`src/rtl/pwm_timer_pkg.sv`:
```
package pwm_timer_pkg;
    typedef logic [2:0] reg_addr_t;

    localparam reg_addr_t OFF_ENABLE = 3'd0;
    localparam reg_addr_t OFF_UPDATE = 3'd1;
    localparam reg_addr_t OFF_MODE   = 3'd2;
    localparam reg_addr_t OFF_OE     = 3'd3;
    localparam reg_addr_t OFF_PSC    = 3'd4;
    localparam reg_addr_t OFF_ARR    = 3'd5;
    localparam reg_addr_t OFF_CMP    = 3'd6;
    localparam reg_addr_t OFF_COUNT  = 3'd7;

    localparam logic [2:0] MODE_PWM_LOW_AFTER = 3'b110;
    localparam logic [1:0] SEL_OUTPUT         = 2'b00;

    typedef enum logic [0:0] {
        ST_HALT = 1'b0,
        ST_RUN  = 1'b1
    } run_state_t;
endpackage

```
`src/rtl/pwm_timer_regs.sv`:
```
module pwm_timer_regs
    import pwm_timer_pkg::*;
#(
    parameter int W = 32
) (
    input  logic          clk,
    input  logic          rst_n,
    input  logic          wr_en,
    input  reg_addr_t     addr,
    input  logic [W-1:0]  wdata,
    input  logic [W-1:0]  count_i,
    output logic [W-1:0]  rdata,
    output logic          run_o,
    output logic          upd_o,
    output logic [1:0]    sel_o,
    output logic [2:0]    mode_o,
    output logic          oe_o,
    output logic [W-1:0]  psc_pre_o,
    output logic [W-1:0]  arr_pre_o,
    output logic [W-1:0]  cmp_o
);
    localparam int MODE_BITS = 5;

    logic [MODE_BITS-1:0] mode_q;
    logic                 run_q, upd_q, oe_q;
    logic [W-1:0]         psc_q, arr_q, cmp_q;
    logic                 upd_write;

    assign upd_write = wr_en && (addr == OFF_UPDATE) && wdata[0];

    always_ff @(posedge clk or negedge rst_n) begin
        if (!rst_n) begin
            run_q  <= 1'b0;
            upd_q  <= 1'b0;
            mode_q <= '0;
            oe_q   <= 1'b0;
            psc_q  <= '0;
            arr_q  <= '1;
            cmp_q  <= '0;
        end else begin
            upd_q <= upd_write;
            if (wr_en) begin
                unique case (addr)
                    OFF_ENABLE: run_q  <= wdata[0];
                    OFF_MODE:   mode_q <= wdata[MODE_BITS-1:0];
                    OFF_OE:     oe_q   <= wdata[0];
                    OFF_PSC:    psc_q  <= wdata;
                    OFF_ARR:    arr_q  <= wdata;
                    OFF_CMP:    cmp_q  <= wdata;
                    default: ;
                endcase
            end
        end
    end

    always_comb begin
        unique case (addr)
            OFF_ENABLE: rdata = {{(W-1){1'b0}}, run_q};
            OFF_UPDATE: rdata = {{(W-1){1'b0}}, upd_q};
            OFF_MODE:   rdata = {{(W-MODE_BITS){1'b0}}, mode_q};
            OFF_OE:     rdata = {{(W-1){1'b0}}, oe_q};
            OFF_PSC:    rdata = psc_q;
            OFF_ARR:    rdata = arr_q;
            OFF_CMP:    rdata = cmp_q;
            default:    rdata = count_i;
        endcase
    end

    assign run_o     = run_q;
    assign upd_o     = upd_q;
    assign sel_o     = mode_q[1:0];
    assign mode_o    = mode_q[4:2];
    assign oe_o      = oe_q;
    assign psc_pre_o = psc_q;
    assign arr_pre_o = arr_q;
    assign cmp_o     = cmp_q;

    // the update request lasts one cycle unless it is written again
    assert_update_self_clear_R6: assert property (@(posedge clk) disable iff (!rst_n)
        (upd_q && !upd_write) |=> !upd_q);
endmodule

```
`src/rtl/pwm_timer_core.sv`:
```
module pwm_timer_core
    import pwm_timer_pkg::*;
#(
    parameter int W = 32
) (
    input  logic         clk,
    input  logic         rst_n,
    input  logic         run_i,
    input  logic         upd_i,
    input  logic [W-1:0] psc_pre_i,
    input  logic [W-1:0] arr_pre_i,
    output logic [W-1:0] count_o
);
    run_state_t   state_q, state_d;
    logic [W-1:0] div_q, div_d;
    logic [W-1:0] cnt_q, cnt_d;
    logic [W-1:0] psc_sh_q, psc_sh_d;
    logic [W-1:0] arr_sh_q, arr_sh_d;

    // state register
    always_ff @(posedge clk or negedge rst_n) begin
        if (!rst_n) begin
            state_q  <= ST_HALT;
            div_q    <= '0;
            cnt_q    <= '0;
            psc_sh_q <= '0;
            arr_sh_q <= '1;
        end else begin
            state_q  <= state_d;
            div_q    <= div_d;
            cnt_q    <= cnt_d;
            psc_sh_q <= psc_sh_d;
            arr_sh_q <= arr_sh_d;
        end
    end

    // transitions and counting
    always_comb begin
        state_d  = state_q;
        div_d    = div_q;
        cnt_d    = cnt_q;
        psc_sh_d = psc_sh_q;
        arr_sh_d = arr_sh_q;
        unique case (state_q)
            ST_HALT: if (run_i)  state_d = ST_RUN;   // halt_to_run
            ST_RUN:  if (!run_i) state_d = ST_HALT;  // run_to_halt
            default: state_d = ST_HALT;
        endcase
        if (upd_i) begin
            div_d    = '0;
            cnt_d    = '0;
            psc_sh_d = psc_pre_i;
            arr_sh_d = arr_pre_i;
        end else if (state_q == ST_RUN) begin
            if (div_q >= psc_sh_q) begin
                div_d = '0;
                if (cnt_q >= arr_sh_q) begin
                    cnt_d    = '0;
                    psc_sh_d = psc_pre_i;
                    arr_sh_d = arr_pre_i;
                end else begin
                    cnt_d = cnt_q + 1'b1;
                end
            end else begin
                div_d = div_q + 1'b1;
            end
        end
    end

    assign count_o = cnt_q;

    assert_cnt_within_reload_R2: assert property (@(posedge clk) disable iff (!rst_n)
        cnt_q <= arr_sh_q);
    assert_div_within_prescale_R3: assert property (@(posedge clk) disable iff (!rst_n)
        div_q <= psc_sh_q);
    assert_hold_when_halted_R5: assert property (@(posedge clk) disable iff (!rst_n)
        (state_q == ST_HALT && !upd_i) |=> $stable(cnt_q));
    assert_update_restarts_R6: assert property (@(posedge clk) disable iff (!rst_n)
        upd_i |=> (cnt_q == '0 && div_q == '0));
endmodule

```
`src/rtl/pwm_timer_out.sv`:
```
module pwm_timer_out
    import pwm_timer_pkg::*;
#(
    parameter int W = 32
) (
    input  logic         clk,
    input  logic         rst_n,
    input  logic [W-1:0] count_i,
    input  logic [W-1:0] cmp_i,
    input  logic [2:0]   mode_i,
    input  logic [1:0]   sel_i,
    input  logic         oe_i,
    output logic         pin_o
);
    logic ref_lvl;

    always_comb begin
        ref_lvl = (mode_i == MODE_PWM_LOW_AFTER) && (count_i < cmp_i);
        pin_o   = ref_lvl && (sel_i == SEL_OUTPUT) && oe_i;
    end

    assert_pin_gated_R8: assert property (@(posedge clk) disable iff (!rst_n)
        pin_o |-> (sel_i == SEL_OUTPUT && oe_i));
    assert_mode_gate_R9: assert property (@(posedge clk) disable iff (!rst_n)
        (mode_i != MODE_PWM_LOW_AFTER) |-> !pin_o);
endmodule

```
`src/rtl/pwm_timer.sv`:
```
module pwm_timer
    import pwm_timer_pkg::*;
#(
    parameter int W = 32
) (
    input  logic         clk,
    input  logic         rst_n,
    input  logic         wr_en,
    input  logic [2:0]   addr,
    input  logic [W-1:0] wdata,
    output logic [W-1:0] rdata,
    output logic         pwm_o
);
    logic         run, upd, oe;
    logic [1:0]   sel;
    logic [2:0]   mode;
    logic [W-1:0] psc_pre, arr_pre, cmp, count;

    pwm_timer_regs #(.W(W)) regs_i (
        .clk(clk), .rst_n(rst_n), .wr_en(wr_en), .addr(addr), .wdata(wdata),
        .count_i(count), .rdata(rdata), .run_o(run), .upd_o(upd),
        .sel_o(sel), .mode_o(mode), .oe_o(oe), .psc_pre_o(psc_pre),
        .arr_pre_o(arr_pre), .cmp_o(cmp)
    );

    pwm_timer_core #(.W(W)) core_i (
        .clk(clk), .rst_n(rst_n), .run_i(run), .upd_i(upd),
        .psc_pre_i(psc_pre), .arr_pre_i(arr_pre), .count_o(count)
    );

    pwm_timer_out #(.W(W)) out_i (
        .clk(clk), .rst_n(rst_n), .count_i(count), .cmp_i(cmp),
        .mode_i(mode), .sel_i(sel), .oe_i(oe), .pin_o(pwm_o)
    );
endmodule

```
`config.mk`:
```
export PLATFORM = sky130hd
export DESIGN_NAME = pwm_timer
export DESIGN_NICKNAME = d
export VERILOG_FILES = /design/src/rtl/pwm_timer_pkg.sv /design/src/rtl/pwm_timer_regs.sv /design/src/rtl/pwm_timer_core.sv /design/src/rtl/pwm_timer_out.sv /design/src/rtl/pwm_timer.sv
export SDC_FILE = /design/constraint.sdc
export NUM_CORES = 1
export LEC_CHECK = 0
export ABC_AREA = 1
export BUFFER_PORTS_ARGS = -buffer_cell sky130_fd_sc_hd__buf_2
export CAP_MARGIN = 30
export CORE_UTILIZATION = 62
export DETAILED_ROUTE_END_ITERATION = 16
export HOLD_SLACK_MARGIN = 0.03
export PLACE_DENSITY = 0.79
export SLEW_MARGIN = 10
export SYNTH_ARGS = -nofsm -noshare
export SYNTH_HDL_FRONTEND = slang
export SYNTH_SLANG_ARGS = --single-unit
```
`constraint.sdc`:
```
create_clock -name clk -period 2.7 [get_ports clk]
set_clock_uncertainty 0.2 [all_clocks]
set_input_delay 0.135 -clock clk [delete_from_list [all_inputs] [get_ports clk]]
set_output_delay 0.135 -clock clk [all_outputs]
set_load 0.02 [all_outputs]
```
==> results of run 1 <==
==> registers in the layout, indices dropped and copies added, names as in the netlist <==
register and flops:
regs_i.upd_o 1, regs_i.cmp_o 32, regs_i.run_o 1, regs_i.oe_o 1
regs_i.arr_pre_o 32, core_i.count_o 32, core_i.arr_sh_q 32, regs_i.psc_pre_o 32
core_i.div_q 32, regs_i.mode_q 5, core_i.state_q 1, core_i.psc_sh_q 32
==> cell families (layout without fill, tap and decap cells) <==
group / after synthesis / after routing / synth area share
flip-flops: 233 / 233 / 0.443
adder cells (fa/ha/maj): 97 / 97 / 0.0910
AND/OR/NAND/NOR: 820 / 820 / 0.253
other: 0 / 3 / 0
XOR/XNOR: 49 / 49 / 0.0322
AO/OA/AOI/OAI: 235 / 235 / 0.0994
buffers and inverters: 273 / 459 / 0.0810
==> report_power, final <==
group	switching, mW	leakage [nW]	internal (mW)	total, mW
sequential	0.492	2.90	4.26	4.75
clock	1.51	0.468	2.40	3.90
combinational	2.13	4.74	1.30	3.43
==> worst register-to-register path, delay by kind of cell, from the launching register on <==
family          cells  cell delay (ns)
fa+ha+maj           1             0.33
compound gates      3             0.46
simple gates        6             0.56
buf+inv             4             0.58
flops               1             0.53
==> cell type report <==
cell class | count | area share
Antenna cell | 3 | 0.000461
Timing Repair Buffer | 198 | 0.104
Multi-Input combinational cell | 1201 | 0.405
Clock inverter | 10 | 0.00944
Clock buffer | 38 | 0.0483
Sequential cell | 233 | 0.363
Inverter | 213 | 0.0491
Tap cell | 275 | 0.0211
==> per-stage QoR <==
step	setup TNS, ns	cell area, um^2
6_report	-0.00763	16300
3_5_place_dp	0	14300
3_3_place_gp	0	14300
4_1_cts	-0.0197	15700
5_1_grt	-2.98	16300
2_1_floorplan	0	13300
==> routing by layer <==
metal	track usage	routed length, um
met1	0.510	16300
met2	0.571	19500
met3	0.0779	4580
met4	0.186	2260
met5	0	0
==> what timing repair did <==
item	in CTS	in global routing
endpoints found under the hold margin	290	0
hold buffers	40	0
cloned	0	7
setup buffers	6	20
pin swaps	7	20
setup endpoints to repair	1	125
resized for setup	9	51
==> final timing paths <==
check / start / end / slack, ns / cells past startpoint
hold / removal: rst_n / core_i.arr_sh_q[14] / 0.09 / 2
setup reg to reg: core_i.arr_sh_q[27] / core_i.psc_sh_q[21] / -0.008 / 14
hold reg to reg: regs_i.run_o / core_i.state_q / 0.23 / 0
max in group asynchronous: rst_n / regs_i.arr_pre_o[0] / 1.67 / 3
setup / recovery: core_i.arr_sh_q[27] / core_i.psc_sh_q[21] / -0.008 / 14
min in group clk: regs_i.run_o / core_i.state_q / 0.23 / 0
==> placed cells by master, fill, tap and decap left out, drive strengths merged, types with 43 or more instances in the layout <==
cell    Yosys  layout
inv       210     210
clkbuf     32      43
dfstp      64      64
nand3      87      87
o21ai     142     142
nand2     552     552
dfrtp     169     169
nor2      115     115
buf        28     154
ha         97      97
a21oi      51      51
==> summary.md, run 1 <==
The critical path launch point type was a flop. Tightest hold margin: 0.0894 ns. The width of the die came out at 149 um.

Dividing the detail-routed via count by the number of cells gives 5.98. The placer's final routability congestion estimate came out at 0.941. The cell with the largest stage delay on the worst path is sky130_fd_sc_hd__dfstp_2. Summing internal, switching and leakage power gives 12.1 mW. The insertion delay to the later sink of the worst-skew pair was 0.55 ns.

The proportion of layout cells with a drive suffix above 1 works out to 0.176. Ranked by instance count, the synthesized netlist is headed by sky130_fd_sc_hd__nand2_1 (548), sky130_fd_sc_hd__inv_1 (210), sky130_fd_sc_hd__dfrtp_1 (169). The cell area that synthesis handed to floorplanning was 13300 um^2. The run gives 0.775 as the final cell utilization of the core. When the netlist entered floorplanning its net count stood at 1842. The setup path with the least slack is of type reg -> reg.

The count of different cell masters after synthesis came out at 35. The sequential element share of the synthesized area is 0.443, and the TritonCTS buffer count is 26. The most area-hungry cell type in the Yosys netlist was sky130_fd_sc_hd__dfrtp_1. Entering global routing, the biggest net connects 67 pins. The tools report the number of antenna violations at the first check in global routing as 1.

The cell repeated most along the worst path is sky130_fd_sc_hd__nand2_1. The count of input and output buffers came out at 70. In this run the mean area of a mapped cell was 7.81 um^2. The multi-input combinational cells in the finished layout cover a total of 6590 um^2. Number of global-route vias before repair: 12300. In this run, the number of DRC markers left after iteration 0 of detailed routing was 1561.

The total global routing track utilization is 0.375. During I/O placement, the number of pins put on the boundary was 71. The tightest min-delay check is of the in -> async type.

The number of synthesized register bits is 233. The final net count was 2008. DRC violation count after routing: 0.

For this run, the detailed router's first-pass iteration total came to 6. For this run, the leading register cell type out of synthesis is sky130_fd_sc_hd__dfrtp_1. The tools report the required time reported for the critical path endpoint as 2.97 ns.

TritonCTS built the clock tree. The number of buffers and inverters on the critical path is 4. The worst-case IR drop observed on VDD is 517 uV.

Detailed placement ended at an HPWL of 26600 um. The tools report the final number of max-transition violations as 0. The tools report the number of endpoints failing setup at the final stage as 1.

Root buffer cell: sky130_fd_sc_hd__clkbuf_16. The fraction of registers with async set or reset after synthesis is 1.00. The hold violation total from the final report is 0. The tools report the max-capacitance violation count as 0.

The floorplan has 53 rows. The routed wire length was 42600 um; the full die area was 22100 um^2. The wire length of the first global-routing pass was 64400 um. The cell type group with the largest total delay on the critical path was buffers and inverters. The starting density of the core is 0.634, and the top-area cell type share of the netlist area is 0.317.

The sequential cells in the finished layout cover a total of 5920 um^2. The share of the cycle needed by the critical path after routing was 1.00. The run gives 0 as the overall overflow remaining after global route. The floorplan die height is 149 um. Yosys attributes the largest share of cell area to sky130_fd_sc_hd__dfrtp_1 (32%), sky130_fd_sc_hd__nand2_1 (15%), sky130_fd_sc_hd__dfstp_2 (13%). The smallest clock period supported by the final layout is computed as 2.71 ns. For this run, the number of Yosys warnings is 0. Clock-pin slew was measured on the worst setup and hold paths at 0.06 ns.

The clock drives 233 sinks. The number of placed cells counting well taps was 2050. The category of the worst setup path capture point was a flop.

Pre-CTS setup slack: 0.0739 ns. The detailed-route wire length per cell came out at 19.6 um. The critical path's largest stage delay is 0.53 ns. The signal on the critical path passes through inv_1 -> ha_1 -> a21oi_2 -> o21ai_0 -> nand2_1 -> nand2_1 -> a21oi_1 -> nand4_1 -> buf_4 -> nand2_4 -> buf_12 -> clkbuf_16 -> nand2_1 -> nand2_1. For the core footprint, the log shows 21000 um^2. The area growth from synthesis to layout is 22.2%. Derived from the worst setup path, the maximum achievable clock frequency is 369 MHz. Relative max-transition margin: 0.511. Total leakage power: 8.11 nW. The run gives 2.98 ns as the data arrival time at the worst-slack endpoint.

The maximum buffer depth of the clock tree is 3, and the count of fill cells added during filler insertion is 1403. The leading cell type by number of instances after synthesis was sky130_fd_sc_hd__nand2_1. The maximum level of the CTS H-tree is 1, and the number of nets with antenna violations after detailed routing is 0. The finished layout holds 2171 standard cells, fillers aside. The run finished, with violations left.

The pin slew with the least headroom to its limit works out to 0.726 ns. Counting flops with a built-in enable in the synthesized netlist gives 0. In this run the worst path has a maximum fanout of 13. The setup slack of the critical path after layout is -0.00763 ns, and the via count of the routed design is 13000. The final reports fail on negative setup slack. Post-synthesis instance total: 1707. For this design the ratio of total power to cell area is 741 nW/um^2.
(Power assumes the default switching activity.)
==> run 2: changes to the inputs <==
- PLACE_DENSITY: 0.79 -> unset
- PLACE_DENSITY_LB_ADDON: unset -> 0.12
==> run 2 against run 1 <==
Compared with the run above:
- clock power fell by 3%
- worst setup slack better by 0.032 ns
- hold slack improved by 0.091 ns
- the flow now finishes without violations
- total power shrank 3.7%
==> summary.md, run 2 (synthesis gave the netlist of run 1 again) <==
Critical path launch point: core_i.count_o[31]. The die is 149 um wide. Entering global routing, the biggest net connects 76 pins. The number of cells on the worst hold path came out at 6. The clock slew at the register clock pins of the worst setup and hold paths came out at 0.07 ns.

The count of input and output buffers came out at 70. The placer's final routability congestion estimate is 0.916, and the total leakage power is 7.95 nW. The maximum level of the CTS H-tree is 1. The clock sink total was 233. The data arrival time at the worst-slack endpoint is 2.34 ns, and the wire length of the first global-routing pass is 60600 um.

The pin slew with the least headroom to its limit is 0.698 ns. Hold timing on the final database bottoms out at a slack of 0.180 ns. The floorplan die height is 149 um. 0 antenna diodes ended up in the layout.

Setup violations remaining at the end of the flow were counted as 0. The net count of the finished layout is 1995. The worst setup path is of the reg -> out kind. Number of global-route vias before repair: 11700. In this run the worst path has a maximum fanout of 5. The maximum operating frequency is 374 MHz, and the share of the cycle needed by the critical path after routing is 0.991.

From synthesis to final layout, the design area changed by 19.7%. The overall overflow remaining after global route is 0. Setup repair after global routing could not meet its margin everywhere. The fraction of power spent switching nets was 0.343; the final cell area excluding filler cells was 16000 um^2.

The tool flagged a number of max-cap violations equal to 0. Dividing the detail-routed wire length by the instance count gives 18.0 um. The tools report the final number of max-transition violations as 0. The tools report the root buffer cell as sky130_fd_sc_hd__clkbuf_16.

Full die area: 22100 um^2. The starting density of the core was 0.634; the combinational share of power was 0.266. The cell depth of the worst flop-to-flop path is 13. The worst hold path begins at addr[0]. The worst setup path is launched from a flop. Number of top-level pins: 71. The library cells used most frequently in the layout, excluding fill and tap cells, are sky130_fd_sc_hd__nand2_1 (540), sky130_fd_sc_hd__inv_1 (209), sky130_fd_sc_hd__dfrtp_1 (163).

STA classifies the critical path endpoint as an output port. The relative max-transition margin was 0.534; the time the final worst path needs with I/O delays and setup was 2.68 ns. TritonCTS built the clock tree. The logs give 0.408 for the sequential power share and 53 for the number of cell rows. At the later pin of the worst-skew pair, clock insertion delay measures 0.54 ns. For this run, design rule violations remaining after detail routing come to 0.

For the maximum buffer depth of the clock tree, the log shows 3. Detailed routing inserted a total of 12300 vias. The final cell utilization of the core was 0.759; the number of detailed-routing iterations run before antenna repair was 5. The wire-length estimate of the detail-placed layout is 26600 um. VDD sags by at most 424 uV.

Summed over all layers, the routed wires come to 38800 um. The clock power share was 0.326; the required time reported for the critical path endpoint was 2.37 ns. The cell area reported after detailed placement is 14300 um^2.

The total power was 11.6 mW; the number of vias per cell after detailed routing was 5.72. The tightest min-delay check is of the in -> reg type. Reg-to-reg critical path startpoint: core_i.arr_sh_q[23]. The number of antenna violations at the first check in global routing was 0; the total global routing track utilization was 0.351. The minimum setup slack among reg-to-reg paths is 0.11 ns. The net switching power came out at 3.99 mW. The layout has 1542 filler cells. The detail route stage leaves a number of antenna-violating nets equal to 0. The power per unit of standard cell area was 729 nW/um^2. The library cell used most frequently in the layout, excluding fill and tap cells, is sky130_fd_sc_hd__nand2_1. The design internal power is 7.65 mW. After floorplanning, the core was sized to cover 21000 um^2.

The flow ran to the end, and the final reports show no timing, DRC or antenna violations. Proportion of layout cells with a drive suffix above 1: 0.161. The count of routing violations after the opening detailed-route iteration is 958, and the TritonCTS buffer count is 27. Hold violation total from the final report: 0.
==> run 2: cell count changes in the layout (fill, tap and decap cells not counted), sizes merged <==
cell	change
buf	-14
bufinv	-1
clkbuf	-6
clkinv	-3
clkinvlp	+5
diode	-3
dlygate4sd3	+3
inv	+3
==> run 2: layer usage <==
metal,GRT usage,vias up,routed length (um)
met5,0,-,0
met4,0.100,0,1120
met1,0.496,5870,16600
met3,0.0574,103,3090
met2,0.558,546,18000
li1,-,5808,-
==> run 2: power groups by stage <==
stage / sequential (mW) / clock (mW) / combinational, mW
finish: 4.75 / 3.79 / 3.10
CTS: 4.72 / 3.82 / 2.83
detailed placement: 4.75 / 0 / 2.76
global placement: 4.75 / 0 / 2.66
floorplan: 4.60 / 0 / 1.93
global route: 4.80 / 3.96 / 3.45
==> run 2: final cells by class <==
type                       instances  area, um^2  share of cell area
clock inverter                    14         168              0.0105
timing repair buffer             184        1500              0.0940
inverter                         213         807              0.0506
multi-input combinational       1201        6480               0.406
sequential                       233        5920               0.371
clock buffer                      35         746              0.0467
tap                              275         344              0.0216
==> run 2: final timing paths <==
path                                  endpoint
max reg2reg                core_i.arr_sh_q[15]
min reg2reg                     core_i.state_q
min                           regs_i.mode_q[0]
max                                      pwm_o
max in group asynchronous  core_i.arr_sh_q[12]
min in group asynchronous  core_i.psc_sh_q[17]
==> run 2: timing repair <==
action | in CTS | in global routing
buffers inserted | 5 | 11
hold buffers | 43 | 0
pin swaps | 6 | 13
gates resized for setup | 17 | 20
hold endpoints to repair | 282 | 0
endpoints found under the setup margin | 1 | 111
gates cloned | 0 | 2
==> run 2: stage by stage <==
stage,TNS (ns),cells,worst slack (ns)
finish,0,2155,0.0247
global route,-0.464,2155,-0.0508
CTS,0,2142,0.0000184
detailed placement,0,2050,0.0399
global placement,0,2050,0.0379
floorplan,0,1707,0.473
==> run 2: worst max-delay path, stage by stage (launching register included) <==
cell,delay [ns]
sky130_fd_sc_hd__dfrtp_2,0.46
sky130_fd_sc_hd__ha_1,0.26
sky130_fd_sc_hd__nor3b_2,0.19
sky130_fd_sc_hd__nand4_1,0.24
sky130_fd_sc_hd__a21oi_2,0.24
sky130_fd_sc_hd__o21ai_0,0.14
sky130_fd_sc_hd__a21oi_2,0.13
sky130_fd_sc_hd__buf_4,0.15
